### src/rtl/rst_seq_pkg.sv
package rst_seq_pkg;
    typedef enum logic [2:0] {
        S_POR     = 3'd0,
        S_RUN     = 3'd1,
        S_EXT     = 3'd2,
        S_STRETCH = 3'd3,
        S_WDT     = 3'd4
    } rst_state_e;
endpackage

### src/rtl/rst_mc_counter.sv
module rst_mc_counter #(
    parameter int unsigned MC_STATES = 4,
    localparam int unsigned PH_W = $clog2(MC_STATES)
) (
    input  logic            clk,
    input  logic            supply_low,
    output logic [PH_W-1:0] phase,
    output logic            tick
);
    localparam logic [PH_W-1:0] LAST = PH_W'(MC_STATES - 1);

    always_ff @(posedge clk) begin
        if (supply_low)
            phase <= '0;
        else if (phase == LAST)
            phase <= '0;
        else
            phase <= phase + 1'b1;
    end

    // high during the final state of a machine cycle
    assign tick = (phase == LAST);
endmodule

### src/rtl/rst_pin_sampler.sv
module rst_pin_sampler #(
    parameter int unsigned SAMPLES = 2
) (
    input  logic clk,
    input  logic supply_low,
    input  logic tick,
    input  logic pin,
    output logic pin_level,
    output logic pin_valid
);
    logic [SAMPLES-1:0] hist;

    always_ff @(posedge clk) begin
        if (supply_low)
            hist <= '0;
        else if (tick)
            hist <= {hist[SAMPLES-2:0], pin};
    end

    assign pin_level = hist[0];
    assign pin_valid = &hist;
endmodule

### src/rtl/rst_ctrl_fsm.sv
module rst_ctrl_fsm
    import rst_seq_pkg::*;
#(
    parameter int unsigned POR_MC     = 1024,
    parameter int unsigned STRETCH_MC = 2,
    parameter int unsigned WDT_MC     = 2,
    localparam int unsigned CNT_W     = $clog2(POR_MC + 1)
) (
    input  logic clk,
    input  logic supply_low,
    input  logic tick,
    input  logic pin_level,
    input  logic pin_valid,
    input  logic wdt_timeout,
    output logic sys_rst,
    output logic por_set,
    output logic wdt_set
);
    localparam logic [CNT_W-1:0] POR_LAST = CNT_W'(POR_MC - 1);
    localparam logic [CNT_W-1:0] STR_LAST = CNT_W'(STRETCH_MC - 1);
    localparam logic [CNT_W-1:0] WDT_LAST = CNT_W'(WDT_MC - 1);

    rst_state_e       state, nxt;
    logic [CNT_W-1:0] mc_cnt;

    // state register and machine-cycle counter
    always_ff @(posedge clk) begin
        if (supply_low) begin
            state  <= S_POR;
            mc_cnt <= '0;
        end else begin
            state <= nxt;
            if (nxt != state)
                mc_cnt <= '0;
            else if (tick)
                mc_cnt <= mc_cnt + 1'b1;
        end
    end

    // transitions
    always_comb begin
        nxt = state;
        unique case (state)
            S_POR:     if (tick && mc_cnt == POR_LAST) nxt = S_RUN;
            S_RUN:     if (pin_valid) nxt = S_EXT;
                       else if (wdt_timeout) nxt = S_WDT;
            S_EXT:     if (!pin_level) nxt = S_STRETCH;
            S_STRETCH: if (pin_valid) nxt = S_EXT;
                       else if (tick && mc_cnt == STR_LAST) nxt = S_RUN;
            S_WDT:     if (pin_valid) nxt = S_EXT;
                       else if (tick && mc_cnt == WDT_LAST) nxt = S_RUN;
            default:   nxt = S_POR;
        endcase
    end

    // outputs
    always_comb begin
        sys_rst = (state != S_RUN);
        por_set = (state == S_POR) && (nxt == S_RUN);
        wdt_set = (state == S_RUN) && (nxt == S_WDT);
    end
endmodule

### src/rtl/rst_flags.sv
module rst_flags (
    input  logic clk,
    input  logic supply_low,
    input  logic por_set,
    input  logic wdt_set,
    input  logic clr_por,
    input  logic clr_wdt,
    output logic por_flag,
    output logic wdt_flag
);
    always_ff @(posedge clk) begin
        if (supply_low) begin
            por_flag <= 1'b0;
            wdt_flag <= 1'b0;
        end else begin
            por_flag <= por_set | (por_flag & ~clr_por);
            wdt_flag <= wdt_set | (wdt_flag & ~clr_wdt);
        end
    end
endmodule

### src/rtl/rst_seq_top.sv
module rst_seq_top #(
    parameter int unsigned MC_STATES   = 4,
    parameter int unsigned PIN_SAMPLES = 2,
    parameter int unsigned POR_MC      = 1024,
    parameter int unsigned STRETCH_MC  = 2,
    parameter int unsigned WDT_MC      = 2,
    parameter int unsigned ADDR_W      = 16,
    parameter int unsigned RESET_VEC   = 0,
    localparam int unsigned PH_W       = $clog2(MC_STATES)
) (
    input  logic              clk,
    input  logic              supply_low,
    input  logic              rst_pin,
    input  logic              wdt_timeout,
    input  logic              clr_por_flag,
    input  logic              clr_wdt_flag,
    output logic              sys_rst,
    output logic [ADDR_W-1:0] boot_addr,
    output logic [PH_W-1:0]   mc_state,
    output logic              por_flag,
    output logic              wdt_flag
);
    logic tick, pin_level, pin_valid, por_set, wdt_set;

    rst_mc_counter #(.MC_STATES(MC_STATES)) u_mc (
        .clk(clk), .supply_low(supply_low), .phase(mc_state), .tick(tick)
    );

    rst_pin_sampler #(.SAMPLES(PIN_SAMPLES)) u_pin (
        .clk(clk), .supply_low(supply_low), .tick(tick), .pin(rst_pin),
        .pin_level(pin_level), .pin_valid(pin_valid)
    );

    rst_ctrl_fsm #(.POR_MC(POR_MC), .STRETCH_MC(STRETCH_MC), .WDT_MC(WDT_MC)) u_fsm (
        .clk(clk), .supply_low(supply_low), .tick(tick), .pin_level(pin_level),
        .pin_valid(pin_valid), .wdt_timeout(wdt_timeout), .sys_rst(sys_rst),
        .por_set(por_set), .wdt_set(wdt_set)
    );

    rst_flags u_flags (
        .clk(clk), .supply_low(supply_low), .por_set(por_set), .wdt_set(wdt_set),
        .clr_por(clr_por_flag), .clr_wdt(clr_wdt_flag),
        .por_flag(por_flag), .wdt_flag(wdt_flag)
    );

    assign boot_addr = ADDR_W'(RESET_VEC);
endmodule

### config.mk
export PLATFORM = sky130hd
export DESIGN_NAME = rst_seq_top
export DESIGN_NICKNAME = d
export VERILOG_FILES = /design/src/rtl/rst_seq_pkg.sv /design/src/rtl/rst_mc_counter.sv /design/src/rtl/rst_pin_sampler.sv /design/src/rtl/rst_ctrl_fsm.sv /design/src/rtl/rst_flags.sv /design/src/rtl/rst_seq_top.sv
export SDC_FILE = /design/constraint.sdc
export NUM_CORES = 1
export LEC_CHECK = 0
export BUFFER_PORTS_ARGS = -buffer_cell sky130_fd_sc_hd__buf_2
export CORE_ASPECT_RATIO = 1.2
export CORE_MARGIN = 2
export CORE_UTILIZATION = 35
export DETAILED_ROUTE_END_ITERATION = 8
export HOLD_SLACK_MARGIN = 0.05
export PLACE_DENSITY = 0.66
export SETUP_SLACK_MARGIN = 0.02
export SLEW_MARGIN = 20
export SYNTH_ARGS = -nofsm -noshare
export SYNTH_HDL_FRONTEND = slang
export SYNTH_HIERARCHICAL = 1
export SYNTH_SLANG_ARGS = --single-unit
### constraint.sdc
create_clock -name clk -period 3.2 [get_ports clk]
set_input_delay 0.64 -clock clk [delete_from_list [all_inputs] [get_ports clk]]
set_output_delay 0.64 -clock clk [all_outputs]
set_load 0.005 [all_outputs]
==> flow_summary.toml, run 1 <==
[die]
die_area_um2 = 3754
floorplan.rows = 22
fp.coreArea_um2 = 3083
fp.dieH_um = 66.72
floorplan.initialDensity = 0.3722
top_level_ports = 27
die-width_um = 56.27

[clock_network]
tritoncts_clock_tree = "yes"
worst_setup_hold_path_clk_slew_ps = 100
root_buffer = "sky130_fd_sc_hd__clkbuf_4"
cts_max_path_buffers = 2
tritoncts_num_sinks = 20
postCtsHoldBufs = 0
cts_buffers = 3
cts_post_setup_buffers_inserted = 0
cts_max_level = 1
clock_insertion_delay_worst_skew_ps = 290
number_of_instances_resized_during_post_cts_repair = 0

[drt]
first_pass_iters = 4
finalWirelength_mm = 2.037
drcViolationCount = 0
initialDrtViolationCount = 38
routed_wire_length_per_instance_um = 11.77
ant_nets = 0
route.detailed.vias_per_inst = 5.069
dr_total_vias = 877

[timing]
max_slew.worst_pin.slew_ps = 850.4
post-route-period-util = 0.8202
timing.fmax_mhz = 381.0
finalMaxSlewViolations = 0
fin_worst_hold_slack_ps = 460.2
fin_setup_tns_ps = 0
final_skew_ps = 4.204
rsz0062_at_grt = "no"
slew_headroom = 0.4169
final-hold-violation-count = 0
setup_viol = 0
period_needed_ps = 2625

[final_layout]
final_common_cell = "sky130_fd_sc_hd__dfxtp_1"
fin_util = 0.3811
area.sequential_um2 = 400.4
areaGrowthSynthToFinish_pct = 2.399
finish.net_count = 148
final_layout_size_suffix_gt1_frac = 0.1314
mostFrequentLayoutCells = "20 x sky130_fd_sc_hd__dfxtp_1, 16 x sky130_fd_sc_hd__conb_1, 12 x sky130_fd_sc_hd__nor3_1"
antenna-diode-count = 0
fillers = 318
multi_input_comb_area_um2 = 630.6

[worst_setup_path]
ff2ff_path_depth = 6
critPathRequiredTime_ps = 3330
crit_arrival_ps = 2750
critical_path.startpoint_type = "flip-flop"
r2r_slack_ps = 580
regToRegStartpoint = "u_mc/phase[0]$_SDFF_PP0_"
cp-startpoint = "u_mc/phase[0]$_SDFF_PP0_"
endpoint_kind = "flip-flop"
worstReg2RegEnd = "u_fsm/mc_cnt[1]$_SDFFE_PP0P_"
crit_fanout = 11
crit_path_end = "u_fsm/mc_cnt[1]$_SDFFE_PP0P_"
timing.setup.critical_path_class = "reg2reg"

[pwr]
power_per_cell_area_nw_per_um2 = 345.2
irDropWorstVdd_mv = 0.2486
leakagePower_uw = 0.0004214
p_total_uw = 405.5

[yosys]
asyncSetResetFlopFracSynth = 0
synth-seq-area-share = 0.3490
synth_top_family_by_area = "simple AND/OR/NAND/NOR gates"
synth_simple_gate_area_share = 0.2683
netlist-cell-type-count = 40
area_share_of_xor_xnor_cells_in_the_synthesized_design = 0.07634
synth_top_flop_cell = "sky130_fd_sc_hd__dfxtp_1"
fraction_of_synthesized_area_in_multiplexers = 0.03490
yosys.area_share.adder = 0.03272
post_synth_instance_area_um2 = 1147
yosys_warning_count = 6
synth.avg_cell_area_um2 = 8.894
synth_cells = 129
yosys_register_bits = 20
synth_compound_area_frac = 0.08506
synth-edff-count = 0

[global_routing]
global_route_wire_length_before_repair_mm = 3.567
grt.total_usage = 0.1216
initial_antenna_violation_count = 0
grt_max_degree = 17
first_global_vias = 830
grt_remaining_overflow = 0

[place]
gp_congestion = 0.7876
port_buffers = 10
dp.final_hpwl_mm = 1.537

[hold_path]
worstHoldPathType = "reg2reg"
min_delay_path_depth = 1

[outcome]
outcome = "completed"

[job]
cap_viol_max_count = 0
[Yosys cell counts (all sizes together), types with 3 or more instances]
master	n	share of area
nor3	13	0.061
mux2i	4	0.035
inv	5	0.016
buf	19	0.13
xor2	4	0.031
nor2	9	0.029
ha	3	0.033
a21oi	3	0.013
xnor2	6	0.046
dfxtp	20	0.35
nand4	4	0.022
nand2	6	0.020
nor3b	3	0.024
[logic make-up after synthesis]
group / count (synthesis)
buffers and inverters: 26
DFF: 20
AOI/OAI and AO/OA: 14
and+or+nand+nor: 51
other: 1
xor gates and xnor gates: 10
adders and majority gates: 3
muxes: 4
[worst max-delay path, stage by stage, from the launching register on]
cell	delay, ps
sky130_fd_sc_hd__dfxtp_1	380
sky130_fd_sc_hd__ha_1	460
sky130_fd_sc_hd__nand4_1	350
sky130_fd_sc_hd__nor4_4	390
sky130_fd_sc_hd__nor2_1	60
sky130_fd_sc_hd__mux2i_1	650
sky130_fd_sc_hd__a2111oi_0	170
[sequential cells by signal, indices dropped and copies added, names as in the netlist]
| signal | flops |
|---|---|
| u_flags/por_flag | 1 |
| u_flags/wdt_flag | 1 |
| u_fsm/mc_cnt | 11 |
| u_fsm/state | 3 |
| u_mc/phase | 2 |
| u_pin/hist | 2 |
[metrics by stage]
stage          instance area, um2  worst slack, ps  std cells
2_1_floorplan                1204             1144        144
3_3_place_gp                 1152            778.7        170
3_5_place_dp                 1152            618.9        170
4_1_cts                      1175            599.3        173
5_1_grt                      1175            182.4        173
6_report                     1175            575.2        173
[how the worst min path moves through the flow]
stage               slack, ps                        start                           to
global placement          430     u_mc/phase[0]$_SDFF_PP0_     u_mc/phase[0]$_SDFF_PP0_
CTS                       460     u_mc/phase[0]$_SDFF_PP0_     u_mc/phase[0]$_SDFF_PP0_
global route              500  u_flags/wdt_flag$_SDFF_PP0_  u_flags/wdt_flag$_SDFF_PP0_
finish                    460     u_mc/phase[0]$_SDFF_PP0_     u_mc/phase[0]$_SDFF_PP0_
detailed placement        450     u_mc/phase[0]$_SDFF_PP0_     u_mc/phase[0]$_SDFF_PP0_
floorplan                 440     u_mc/phase[0]$_SDFF_PP0_     u_mc/phase[0]$_SDFF_PP0_
[routing by layer]
metal	vias up	share of wire	global-route usage
met5	-	0	0
met4	0	0.013	0.07738
met3	2	0.046	0.02136
met2	26	0.53	0.2176
met1	408	0.41	0.1321
li1	441	-	-
[report_power, final]
group | leakage (uW) | total [uW] | switching [uW] | internal (uW)
sequential | 0.000162 | 260 | 5.13 | 255
clock | 0.0000138 | 111 | 66.9 | 43.7
combinational | 0.000246 | 35.2 | 19.7 | 15.4
total | 0.000421 | 406 | 91.8 | 314
[layout make-up]
type                       count  area share
clock buffer                   3     0.01917
inverter                       5     0.01597
multi-input combinational     98      0.5367
sequential                    20      0.3408
tap                           36     0.03834
timing repair buffer          11     0.04899
Power figures use the tool's default switching activity.
==> run 2: changes to the inputs <==
--- a/config.mk
+++ b/config.mk
@@ -11,7 +11,7 @@
 export CORE_UTILIZATION = 35
 export DETAILED_ROUTE_END_ITERATION = 8
 export HOLD_SLACK_MARGIN = 0.05
-export PLACE_DENSITY = 0.66
+export PLACE_DENSITY = 0.68
 export SETUP_SLACK_MARGIN = 0.02
 export SLEW_MARGIN = 20
 export SYNTH_ARGS = -nofsm -noshare
==> constraint.sdc (replaced) <==
create_clock -name clk -period 2.4 [get_ports clk]
set_input_delay 0.48 -clock clk [delete_from_list [all_inputs] [get_ports clk]]
set_output_delay 0.48 -clock clk [all_outputs]
set_load 0.005 [all_outputs]
==> run 2 against run 1 <==
Against the previous run: non-clock buffer count rose by 2; power rose by 64%; critical endpoint unchanged; flip-flop and latch count did not move.
==> flow_summary.toml, run 2 (synthesis results as in run 1) <==
[worst_setup_path]
critical_path_depth = 7
ff2ff_path_depth = 7
crit_fanout = 11
cp_cell_sequence = "ha_1, nor4b_1, and3_1, o2bb2ai_1, mux2i_1, buf_4, a2111oi_0"
r2r_slack_ps = 360
worstReg2RegEnd = "u_fsm/mc_cnt[1]$_SDFFE_PP0P_"
regToRegStartpoint = "u_fsm/mc_cnt[0]$_SDFFE_PP0P_"
critPathRequiredTime_ps = 2580
critical-path-slowest-cell = "sky130_fd_sc_hd__dfxtp_1"
crit_arrival_ps = 2230
critical_path.startpoint_type = "flip-flop"
cp.buffers_inverters = 1
endpoint_kind = "flip-flop"
timing.setup.critical_path_class = "reg2reg"
timing.critical_path.slowest_cell_delay_ps = 410
cpLargestDelayFamily = "compound AO/OA/AOI/OAI gates"

[place]
dp.final_hpwl_mm = 1.556
port_buffers = 10
placed_cells_incl_taps = 172
detailedPlace.worstSlack_ps = 379.7
postPlaceCellArea_um2 = 1167
gp_congestion = 0.8064

[drt]
dr_total_vias = 897
route.detailed.vias_per_inst = 5.097
drcViolationCount = 0
finalWirelength_mm = 2.037
first_pass_iters = 5
initialDrtViolationCount = 37
ant_nets = 0
routed_wire_length_per_instance_um = 11.57

[clock_network]
cts_max_level = 1
cts_buffers = 3
cts_max_path_buffers = 2
number_of_instances_resized_during_post_cts_repair = 0
worst_setup_hold_path_clk_slew_ps = 120
cts_post_setup_buffers_inserted = 0
clock_insertion_delay_worst_skew_ps = 300
postCtsHoldBufs = 0
root_buffer = "sky130_fd_sc_hd__clkbuf_4"
tritoncts_clock_tree = "yes"
tritoncts_num_sinks = 20

[pwr]
internal_power_uw = 530.0
power_per_cell_area_nw_per_um2 = 544.8
seqPwrFrac = 0.520
swShare = 0.2026
switching_power_of_the_nets_uw = 134.7
power_frac_comb = 0.073
leakagePower_uw = 0.0004459
power.clock.fraction = 0.407
irDropWorstVdd_mv = 0.4791

[job]
cap_viol_max_count = 0

[final_layout]
layout.cells.non_filler = 176
layout_top_registers = "u_fsm/mc_cnt (11), u_fsm/state (3)"
final_common_cell = "sky130_fd_sc_hd__dfxtp_1"
final_layout_size_suffix_gt1_frac = 0.1500
fillers = 317
areaGrowthSynthToFinish_pct = 6.325
post-route-cell-area_um2 = 1220
largest_reg_flops = 11
mostFrequentLayoutCells = "20 x sky130_fd_sc_hd__dfxtp_1, 16 x sky130_fd_sc_hd__conb_1, 12 x sky130_fd_sc_hd__nor3_1"
antenna-diode-count = 0
finish.net_count = 150
fin_util = 0.3957
max_flop_register = "u_fsm/mc_cnt"

[hold_path]
hold-path-endpoint = "u_flags/por_flag$_SDFF_PP0_"
worstHoldPathType = "in2reg"
min_delay_path_depth = 3
timing.hold.worst.start = "clr_por_flag"

[die]
die_area_um2 = 3754
top_level_ports = 27
fp.dieH_um = 66.72
die-width_um = 56.27
floorplan.initialDensity = 0.3722
fp.coreArea_um2 = 3083
floorplan.rows = 22

[global_routing]
initial_antenna_violation_count = 0
global_route_wire_length_before_repair_mm = 3.436
grt.total_usage = 0.1150
grt_max_degree = 17
grt_remaining_overflow = 0
first_global_vias = 839

[timing]
timing.fmax_mhz = 489.6
period_needed_ps = 2042
final_skew_ps = 17.13
fin_setup_tns_ps = 0
setup_viol = 0
finalMaxSlewViolations = 0
post-route-period-util = 0.8510
final.setup.worst_slack_ps = 357.5
final-hold-violation-count = 0
rsz0062_at_grt = "no"

[outcome]
outcome = "completed"
==> run 2: changes by cell type in the layout (fill, tap and decap cells not counted) <==
cell,previous run,this run
sky130_fd_sc_hd__o311ai_0,0,1
sky130_fd_sc_hd__o311ai_1,1,0
sky130_fd_sc_hd__buf_4,1,3
sky130_fd_sc_hd__bufinv_16,0,1
==> run 2: per-stage QoR <==
stage | power, uW | hold WS [ps]
finish | 664.6 | 424.0
global route | 692.1 | 413.2
CTS | 674.9 | 413.7
detailed placement | 401.6 | 449.1
global placement | 397.9 | 431.8
floorplan | 400.4 | 444.7
==> run 2: routing by layer <==
metal | track usage | routed length (um) | vias to the layer above
met2 | 0.2044 | 1069 | 28
met5 | 0 | 0 | -
met1 | 0.1259 | 851 | 422
li1 | - | - | 445
met3 | 0.01165 | 88 | 2
met4 | 0.08631 | 27 | 0
==> run 2: area by class of cell <==
type / count / area, um2 / share of cell area
sequential: 20 / 400.4 / 0.3282
timing repair buffer: 13 / 72.57 / 0.05949
clock buffer: 3 / 22.52 / 0.01846
tap: 36 / 45.04 / 0.03692
clock inverter: 1 / 30.03 / 0.02462
multi-input combinational: 98 / 630.6 / 0.5169
inverter: 5 / 18.77 / 0.01538
==> run 2: worst min-delay path, stage by stage <==
cell and delay, ps:
sky130_fd_sc_hd__buf_2 70, sky130_fd_sc_hd__nand2b_1 90, sky130_fd_sc_hd__a21oi_1 60
==> run 2: power by group through the flow <==
stage / registers [uW] / logic, uW / clock network, uW
global placement: 353 / 45.3 / 0
CTS: 346 / 48.1 / 281
floorplan: 353 / 47.2 / 0
global route: 348 / 54.3 / 290
detailed placement: 354 / 48.1 / 0
finish: 346 / 48.3 / 271
==> run 2: worst max path at each step <==
| stage | start | end | slack [ps] |
|---|---|---|---|
| 6_report | u_fsm/mc_cnt[0]$_SDFFE_PP0P_ | u_fsm/mc_cnt[1]$_SDFFE_PP0P_ | 360 |
| 5_1_grt | u_fsm/mc_cnt[0]$_SDFFE_PP0P_ | u_fsm/mc_cnt[1]$_SDFFE_PP0P_ | 140 |
| 4_1_cts | u_fsm/mc_cnt[0]$_SDFFE_PP0P_ | u_fsm/mc_cnt[1]$_SDFFE_PP0P_ | 340 |
| 3_5_place_dp | u_fsm/mc_cnt[0]$_SDFFE_PP0P_ | u_fsm/mc_cnt[1]$_SDFFE_PP0P_ | 380 |
| 3_3_place_gp | u_mc/phase[0]$_SDFF_PP0_ | u_fsm/mc_cnt[1]$_SDFFE_PP0P_ | 540 |
| 2_1_floorplan | u_mc/phase[0]$_SDFF_PP0_ | u_fsm/mc_cnt[0]$_SDFFE_PP0P_ | 340 |
==> run 3: changes to the inputs <==
--- a/config.mk
+++ b/config.mk
@@ -5,13 +5,14 @@
 export SDC_FILE = /design/constraint.sdc
 export NUM_CORES = 1
 export LEC_CHECK = 0
+export ABC_AREA = 1
 export BUFFER_PORTS_ARGS = -buffer_cell sky130_fd_sc_hd__buf_2
 export CORE_ASPECT_RATIO = 1.2
 export CORE_MARGIN = 2
-export CORE_UTILIZATION = 35
+export CORE_UTILIZATION = 30
 export DETAILED_ROUTE_END_ITERATION = 8
 export HOLD_SLACK_MARGIN = 0.05
-export PLACE_DENSITY = 0.68
+export PLACE_DENSITY = 0.61
 export SETUP_SLACK_MARGIN = 0.02
 export SLEW_MARGIN = 20
 export SYNTH_ARGS = -nofsm -noshare
==> run 3 against run 2 <==
Against the previous run: worst hold slack gained 20 ps; final cell count grew 43%; utilization shrank 7.0 points; final area grew 12%; clock skew down 13 ps; clock power fell by 20%; power fell by 6.7%; synthesized cell count rose by 43%; die area up 28%; sequential share of layout area down 3.6 points; critical path type unchanged; largest power group unchanged; highest routed layer unchanged.
==> flow_summary.toml, run 3 <==
[timing]
timing.fmax_mhz = 508.0
final-hold-violation-count = 0
post-route-period-util = 0.8203
final_skew_ps = 4.086
fin_worst_hold_slack_ps = 443.9
setup_viol = 0
rsz0062_at_grt = "no"
period_needed_ps = 1969
fin_setup_tns_ps = 0
finalMaxSlewViolations = 0

[global_routing]
grt_max_degree = 12
grt.total_usage = 0.09848
first_global_vias = 927
initial_antenna_violation_count = 0
grt_remaining_overflow = 0
global_route_wire_length_before_repair_mm = 3.698

[die]
top_level_ports = 27
die_area_um2 = 4816
floorplan.initialDensity = 0.3056
floorplan.rows = 26
die-width_um = 63.69
fp.coreArea_um2 = 4197
fp.dieH_um = 75.63

[yosys]
synth.avg_cell_area_um2 = 6.932
yosys_warning_count = 6
synth_cells = 185
netlist.top_cell.by_area = "sky130_fd_sc_hd__dfxtp_1"
netlist_top_cells_count = "39 x sky130_fd_sc_hd__nand2_1, 29 x sky130_fd_sc_hd__inv_1, 20 x sky130_fd_sc_hd__dfxtp_1, 20 x sky130_fd_sc_hd__nor2_1, 16 x sky130_fd_sc_hd__buf_4"
most_instantiated_library_cell_after_synthesis = "sky130_fd_sc_hd__nand2_1"
netlist-cell-type-count = 21
asyncSetResetFlopFracSynth = 0
post_synth_instance_area_um2 = 1282
synth-edff-count = 0
synth_top_flop_cell = "sky130_fd_sc_hd__dfxtp_1"
area_share_of_the_largest_cell_type_after_synthesis = 0.3122
synth-seq-area-share = 0.3122
yosys_register_bits = 20
ys_top_cells_by_area = "sky130_fd_sc_hd__dfxtp_1 31%, sky130_fd_sc_hd__nand2_1 11%, sky130_fd_sc_hd__buf_4 9.4%"

[clock_network]
clock_insertion_delay_worst_skew_ps = 260
worst_setup_hold_path_clk_slew_ps = 70
cts_post_setup_buffers_inserted = 0
cts_buffers = 3
cts_max_level = 1
number_of_instances_resized_during_post_cts_repair = 0
root_buffer = "sky130_fd_sc_hd__clkbuf_8"
cts_max_path_buffers = 2
postCtsHoldBufs = 0
tritoncts_clock_tree = "yes"
tritoncts_num_sinks = 20

[drt]
ant_nets = 0
route.detailed.vias_per_inst = 4.087
initialDrtViolationCount = 27
routed_wire_length_per_instance_um = 8.702
first_pass_iters = 4
dr_total_vias = 1030
drcViolationCount = 0
finalWirelength_mm = 2.193

[place]
port_buffers = 10
dp.final_hpwl_mm = 1.729
gp_congestion = 0.8364

[worst_setup_path]
critical_path.startpoint_type = "flip-flop"
crit_fanout = 11
endpoint_kind = "flip-flop"
crit_path_end = "u_fsm/mc_cnt[10]$_SDFFE_PP0P_"
timing.setup.critical_path_class = "reg2reg"
regToRegStartpoint = "u_mc/phase[0]$_SDFF_PP0_"
crit_arrival_ps = 2110
critPathRequiredTime_ps = 2540
worstReg2RegEnd = "u_fsm/mc_cnt[10]$_SDFFE_PP0P_"
ff2ff_path_depth = 12
r2r_slack_ps = 430
cp-startpoint = "u_mc/phase[0]$_SDFF_PP0_"

[pwr]
power_per_cell_area_nw_per_um2 = 453.0
irDropWorstVdd_mv = 0.2272
leakagePower_uw = 0.0006008

[final_layout]
final_common_cell = "sky130_fd_sc_hd__nand2_1"
max_flop_register = "u_fsm/mc_cnt"
layout_top_registers = "u_fsm/mc_cnt (11), u_fsm/state (3)"
fin_util = 0.3262
finish.net_count = 207
largest_reg_flops = 11
antenna-diode-count = 0
mostFrequentLayoutCells = "39 x sky130_fd_sc_hd__nand2_1, 29 x sky130_fd_sc_hd__inv_1, 20 x sky130_fd_sc_hd__dfxtp_1, 20 x sky130_fd_sc_hd__nor2_1, 16 x sky130_fd_sc_hd__conb_1"
final_layout_size_suffix_gt1_frac = 0.2041
areaGrowthSynthToFinish_pct = 6.731

[hold_path]
timing.hold.worst.start = "u_mc/phase[0]$_SDFF_PP0_"
min_delay_path_depth = 1
worstHoldPathType = "reg2reg"

[job]
cap_viol_max_count = 0

[outcome]
outcome = "completed"
==> run 3: how the worst min path moves through the flow <==
stage | slack (ps) | endpoint
2_1_floorplan | 430 | u_mc/phase[0]$_SDFF_PP0_
3_5_place_dp | 430 | u_mc/phase[0]$_SDFF_PP0_
5_1_grt | 470 | u_mc/phase[0]$_SDFF_PP0_
6_report | 440 | u_mc/phase[0]$_SDFF_PP0_
4_1_cts | 450 | u_mc/phase[0]$_SDFF_PP0_
3_3_place_gp | 430 | u_mc/phase[0]$_SDFF_PP0_
==> run 3: metal layers <==
| metal | up-vias | wire [um] | track usage |
|---|---|---|---|
| met4 | 0 | 53 | 0.06280 |
| met2 | 32 | 1162 | 0.1906 |
| li1 | 543 | - | - |
| met1 | 448 | 890 | 0.09946 |
| met3 | 7 | 87 | 0.01625 |
| met5 | - | 0 | 0 |
==> run 3: cell families (layout without fill, tap and decap cells) <==
logic type | Yosys count | in the layout | synth area share
adders and majority gates | 3 | 3 | 0.02927
AOI/OAI and AO/OA | 10 | 10 | 0.05366
DFF | 20 | 20 | 0.3122
and+or+nand+nor | 92 | 92 | 0.3375
buffers and inverters | 49 | 45 | 0.1961
xor gates and xnor gates | 10 | 10 | 0.06830
other | 1 | 16 | 0.002924
==> run 3: per-stage QoR <==
step	std cells	area [um2]	worst slack (ps)	power, uW
after floorplan	200	1339	704.5	415.3
after global placement	249	1328	487.3	411.3
after detailed placement	249	1328	447.9	411.8
after CTS	252	1369	426.0	634.3
after global routing	252	1369	160.8	652.5
final	252	1369	431.3	620.1
==> run 3: worst max-delay path: stages (launching register included) <==
cell and delay, ps:
sky130_fd_sc_hd__dfxtp_1 350, sky130_fd_sc_hd__ha_1 370, sky130_fd_sc_hd__nand2_1 120, sky130_fd_sc_hd__nor2_1 110, sky130_fd_sc_hd__nand3_1 140, sky130_fd_sc_hd__nand2_1 90
sky130_fd_sc_hd__nand2_1 50, sky130_fd_sc_hd__nand2_1 90, sky130_fd_sc_hd__nand3_1 80, sky130_fd_sc_hd__nand2_1 80, sky130_fd_sc_hd__inv_1 50, sky130_fd_sc_hd__nand2_2 260
sky130_fd_sc_hd__nor2_1 60
==> run 3: area by class of cell <==
type / count / area, um2
sequential: 20 / 400.4
inverter: 32 / 120.1
timing repair buffer: 10 / 50.05
fill: 457 / 2828
multi-input combinational: 131 / 686.9
clock buffer: 3 / 41.29
tap: 56 / 70.07
==> run 3: power breakdown <==
| group | switching [uW] | internal, uW | leakage (uW) |
|---|---|---|---|
| sequential | 6.86 | 341 | 0.000162 |
| clock | 105 | 112 | 0.0000216 |
| combinational | 35.9 | 20.1 | 0.000417 |
